[src/rtl/hrmix_pkg.sv]
package hrmix_pkg;
  localparam int unsigned WORD_W = 32;
  localparam int unsigned AMT_W  = $clog2(WORD_W);
  localparam int unsigned QROT   = AMT_W;   // fixed rotate of the quadratic unit

  typedef logic [WORD_W-1:0] word_t;
  typedef logic [AMT_W-1:0]  amt_t;

  // Rotate left by a constant n, 0 < n < WORD_W.
  function automatic word_t rotl_const(input word_t x, input int unsigned n);
    return (x << n) | (x >> (WORD_W - n));
  endfunction

  // (2*x*x + x) mod 2^WORD_W; only the low half of the square is ever needed.
  function automatic word_t quad_poly(input word_t x);
    word_t sq;
    sq = x * x;
    return (sq << 1) + x;
  endfunction
endpackage

[src/rtl/quad_rot_unit.sv]
module quad_rot_unit
  import hrmix_pkg::*;
(
  input  word_t x_i,
  output word_t poly_o,
  output word_t y_o
);
  assign poly_o = quad_poly(x_i);
  assign y_o    = rotl_const(poly_o, QROT);
endmodule

[src/rtl/barrel_rotl.sv]
module barrel_rotl
  import hrmix_pkg::*;
#(
  parameter int unsigned STAGES = AMT_W
) (
  input  word_t            din,
  input  logic [STAGES-1:0] amt,
  output word_t            dout
);
  word_t lvl [0:STAGES];

  assign lvl[0] = din;

  for (genvar g = 0; g < STAGES; g++) begin : g_stage
    localparam int unsigned DIST = 1 << g;
    assign lvl[g+1] = amt[g] ? rotl_const(lvl[g], DIST) : lvl[g];
  end

  assign dout = lvl[STAGES];
endmodule

[src/rtl/mix_core.sv]
module mix_core
  import hrmix_pkg::*;
(
  input  word_t a_i,
  input  word_t b_i,
  input  word_t c_i,
  input  word_t d_i,
  input  word_t k_even_i,
  input  word_t k_odd_i,
  output word_t t_o,
  output word_t u_o,
  output word_t mask_a_o,
  output word_t mask_c_o,
  output word_t rot_a_o,
  output word_t rot_c_o,
  output word_t nxt_a_o,
  output word_t nxt_b_o,
  output word_t nxt_c_o,
  output word_t nxt_d_o
);
  word_t poly_b, poly_d;
  word_t new_a, new_c;

  quad_rot_unit u_quad_b (.x_i(b_i), .poly_o(poly_b), .y_o(t_o));
  quad_rot_unit u_quad_d (.x_i(d_i), .poly_o(poly_d), .y_o(u_o));

  assign mask_a_o = a_i ^ t_o;
  assign mask_c_o = c_i ^ u_o;

  // Cross-coupled amounts: u steers A, t steers C.
  barrel_rotl u_rot_a (.din(mask_a_o), .amt(u_o[AMT_W-1:0]), .dout(rot_a_o));
  barrel_rotl u_rot_c (.din(mask_c_o), .amt(t_o[AMT_W-1:0]), .dout(rot_c_o));

  assign new_a = rot_a_o + k_even_i;
  assign new_c = rot_c_o + k_odd_i;

  // Word rotation for the next round.
  assign nxt_a_o = b_i;
  assign nxt_b_o = new_c;
  assign nxt_c_o = d_i;
  assign nxt_d_o = new_a;
endmodule

[src/rtl/half_round_reg.sv]
module half_round_reg
  import hrmix_pkg::*;
(
  input  logic                clk,
  input  logic                rst,
  input  logic                load_en,
  input  logic [WORD_W-1:0]   a_in,
  input  logic [WORD_W-1:0]   b_in,
  input  logic [WORD_W-1:0]   c_in,
  input  logic [WORD_W-1:0]   d_in,
  input  logic [WORD_W-1:0]   key_even,
  input  logic [WORD_W-1:0]   key_odd,
  output logic [WORD_W-1:0]   a_out,
  output logic [WORD_W-1:0]   b_out,
  output logic [WORD_W-1:0]   c_out,
  output logic [WORD_W-1:0]   d_out
);
  word_t t_w, u_w, mask_a_w, mask_c_w, rot_a_w, rot_c_w;
  word_t nxt_a, nxt_b, nxt_c, nxt_d;

  mix_core u_core (
    .a_i(a_in), .b_i(b_in), .c_i(c_in), .d_i(d_in),
    .k_even_i(key_even), .k_odd_i(key_odd),
    .t_o(t_w), .u_o(u_w),
    .mask_a_o(mask_a_w), .mask_c_o(mask_c_w),
    .rot_a_o(rot_a_w), .rot_c_o(rot_c_w),
    .nxt_a_o(nxt_a), .nxt_b_o(nxt_b), .nxt_c_o(nxt_c), .nxt_d_o(nxt_d)
  );

  always_ff @(posedge clk) begin
    if (rst) begin
      a_out <= '0;
      b_out <= '0;
      c_out <= '0;
      d_out <= '0;
    end else if (load_en) begin
      a_out <= nxt_a;
      b_out <= nxt_b;
      c_out <= nxt_c;
      d_out <= nxt_d;
    end
  end

  // reset clears and overrides the enable
  a_r8_reset_clear: assert property (@(posedge clk)
    rst |=> (a_out == '0 && b_out == '0 && c_out == '0 && d_out == '0));

  // no capture without the enable
  a_r7_hold: assert property (@(posedge clk) disable iff (rst)
    !load_en |=> ($stable(a_out) && $stable(b_out) && $stable(c_out) && $stable(d_out)));

  // pass-through words land in their permuted slots one edge later
  a_r6_permute: assert property (@(posedge clk) disable iff (rst)
    load_en |=> (a_out == $past(b_in) && c_out == $past(d_in)));

  // a rotate only moves bits, never creates or drops them
  a_r4_rot_ones_a: assert property (@(posedge clk) disable iff (rst)
    $countones(rot_a_w) == $countones(mask_a_w));
  a_r4_rot_ones_c: assert property (@(posedge clk) disable iff (rst)
    $countones(rot_c_w) == $countones(mask_c_w));

  // zero amount is a pass-through
  a_r5_zero_amt_a: assert property (@(posedge clk) disable iff (rst)
    (u_w[AMT_W-1:0] == '0) |-> (rot_a_w == mask_a_w));
  a_r5_zero_amt_c: assert property (@(posedge clk) disable iff (rst)
    (t_w[AMT_W-1:0] == '0) |-> (rot_c_w == mask_c_w));
endmodule

[config.mk]
export PLATFORM = sky130hd
export DESIGN_NAME = half_round_reg
export DESIGN_NICKNAME = d
export VERILOG_FILES = /design/src/rtl/hrmix_pkg.sv /design/src/rtl/quad_rot_unit.sv /design/src/rtl/barrel_rotl.sv /design/src/rtl/mix_core.sv /design/src/rtl/half_round_reg.sv
export SDC_FILE = /design/constraint.sdc
export NUM_CORES = 2
export LEC_CHECK = 0
export CAP_MARGIN = 20
export CORE_ASPECT_RATIO = 0.8
export CORE_MARGIN = 2
export CORE_UTILIZATION = 55
export CTS_CLUSTER_DIAMETER = 150
export DETAILED_ROUTE_END_ITERATION = 16
export PLACE_DENSITY = 0.76
export RECOVER_POWER = 25
export SLEW_MARGIN = 10
export SYNTH_ARGS = -nofsm -noshare
export SYNTH_HDL_FRONTEND = slang
export SYNTH_SLANG_ARGS = --single-unit
[constraint.sdc]
create_clock -name clk -period 44.6 [get_ports clk]
set_input_delay 8.92 -clock clk [delete_from_list [all_inputs] [get_ports clk]]
set_output_delay 8.92 -clock clk [all_outputs]
set_load 0.02 [all_outputs]
==> results.tsv <==
metric	value	unit
status	complete, but fails checks	
failing checks	max-capacitance violations, max-slew violations	
Synth cell types	73	
RSZ-0062 raised after global routing	false	
Startpoint Class	primary input	
PortBufs	322	
Register Area	2560	um^2
EDFF count, synth	0	
Post-CTS Resized	0	
Final setup violation count	0	
Multi-input gate area	32300	um^2
Top-Level Pins	323	
FF-to-FF Start	d_out[30]	
core area	69000	um^2
drt first-iter violations	2215	
dpl hpwl	88300	um
Area growth, synth to finish	12.5	%
Slew HR	-146	%
iteration count of the initial detailed-routing pass	5	
DIE HEIGHT	240	um
post-synth net total	5527	
Total Routing Usage GR	31.3	%
Hold Path Origin	d_out[4]	
routed wire length	108000	um
WP data arrival	25.16	ns
Fin. Hold Viols	0	
largest net degree at the start of global routing	79	
clock-pin slew of the registers on the worst-case setup and hold paths	0.08	ns
Yosys reg bits	128	
synthesized netlist cell count	4278	
max incr delay on CP	1.64	ns
Post-Place Cells	5417	
TritonCTS sink count	128	
CTS tree	built	
Slew @ Worst Pin	3.68	ns
cell family with most CP delay	compound AO/OA/AOI/OAI gates	
Sum Neg Setup Slack	0	ns
crit-path max FO	33	
via count of the first global-routing pass	31200	
initial antenna violation count	12	
Data required, critical path	44.81	ns
Setup crit start	d_in[2]	
Via Count	30000	
dpl ws	20.78	ns
CTS root buffer	clkbuf_16	
Bufs on Longest Clock Path	2	
commonest cells after routing, fill and taps aside	777 x inv_1, 684 x fa_1, 370 x ha_1	
die area	71900	um^2
Initial Util	55.6	%
layout cells sized above 1	3.09	%
ys async rst share	0	%
Max Clk Rate	40.1	MHz
WP buf/inv	4	
Most Frequent Cell on Critical Path	fa_1	
TritonCTS buffer count	17	
Hold/Removal Path Class	reg -> reg	
# hold bufs at CTS	0	
Nets	5761	
Syn Std Cell Area	38400	um^2
fin crit share	56.0	%
clock latency on the worst-skew pair	0.49	ns
final antenna-violating net count	0	
sequential area share after synthesis	6.68	%
Layout fillers	5804	
yosys warns	0	
Post-CTS Setup Inserts	0	
wire length per cell	19.8	um
Avg Inst Size Synth	8.97	um^2
Setup WS post-layout	19.65	ns
Min Clock Period, post-route	24.95	ns
total gr overflow	0	
Crit. End Element	flip-flop	
GPL Wtd Cong	0.959	
Max Cap Viol	5	
critical path type	in -> reg	
filler-free cell count of the finished design	5453	
drt drc	0	
Slew Viols, Final	229	
Post-synth top flop	dfxtp_1	
commonest non-fill, non-tap cell in the layout	inv_1	
Die W	299	um
Max H-tree Level	4	
CP max-delay cell	clkbuf_1	
vias per inst	5.51	
# rows	86	
global-route wire length before repair	173000	um
worst clock skew	0	ns
==> through the flow <==
stage	area, um^2	hold slack [ns]	util [%]
2_1_floorplan	38400	0.541	-
3_3_place_gp	42600	0.460	61.7
3_5_place_dp	42600	0.465	61.7
4_1_cts	43200	0.483	62.6
5_1_grt	43200	0.514	62.6
6_report	43200	0.488	62.6
==> final timing paths <==
check,to,slack [ns],cells past startpoint
max,b_out[31],19.65,58
min,d_out[4],0.49,2
max reg2reg,d_out[30],43.56,3
min reg2reg,d_out[4],0.49,2
==> layout make-up <==
class	instances	area share [%]
Antenna cell	4	0.0232
Multi-Input combinational cell	3215	74.9
Clock inverter	15	0.394
Clock buffer	17	0.985
Sequential cell	128	5.94
Timing Repair Buffer	372	8.29
Tap cell	924	2.68
Inverter	778	6.76
==> state kept, by name, summed over array words and instances (netlist names) <==
signal / count
b_out: 32
a_out: 32
d_out: 32
c_out: 32
==> routing by layer <==
layer / wire (um) / global-route usage [%]
met5: 114 / 0
met4: 3470 / 10.1
met3: 11100 / 8.94
met2: 45400 / 46.0
met1: 47900 / 44.5
==> synth_stat cells (all sizes together) (3+ instances only) <==
cell type	count	area share, %
a211o	3	0.069
a211oi	33	0.66
a21boi	6	0.12
a21o	60	1.2
a21oi	195	2.6
a221o	3	0.078
a31o	3	0.069
a31oi	15	0.26
and2	247	4.0
and3	7	0.11
and4	3	0.069
buf	20	0.22
clkbuf	137	1.3
dfxtp	128	6.7
fa	684	36
ha	370	12
inv	777	7.6
mux2	26	0.76
mux2i	280	7.3
mux4	4	0.23
nand2	309	3.0
nand2b	22	0.36
nand3	31	0.40
nand3b	4	0.078
nand4	10	0.16
nor2	295	2.9
nor2b	30	0.49
nor3	33	0.44
o2111ai	4	0.091
o211ai	10	0.20
o21a	27	0.53
o21ai	122	1.6
o21bai	20	0.39
o22ai	11	0.18
o31a	5	0.11
o31ai	9	0.19
o41ai	4	0.11
or2	6	0.098
or3	9	0.15
xnor2	224	5.1
xor2	65	1.5
==> cells by family after synthesis <==
| logic type | Yosys count | share of synthesized area, % |
|---|---|---|
| and+or+nand+nor | 1016 | 12.5 |
| DFF | 128 | 6.68 |
| xor gates and xnor gates | 290 | 6.70 |
| muxes | 310 | 8.30 |
| adders and majority gates | 1054 | 47.8 |
| AOI/OAI and AO/OA | 545 | 8.87 |
| buffers and inverters | 935 | 9.18 |
==> tightest hold or removal path, delay by kind of cell (launching register included) <==
family           cells  cell delay [ns]
AND/OR/NAND/NOR      1             0.07
AO/OA/AOI/OAI        1             0.06
flip-flops           1             0.31
Power is left out: the tool's default activity adds up to more than one toggle a clock period on the data nets, which glitch-free logic cannot reach.
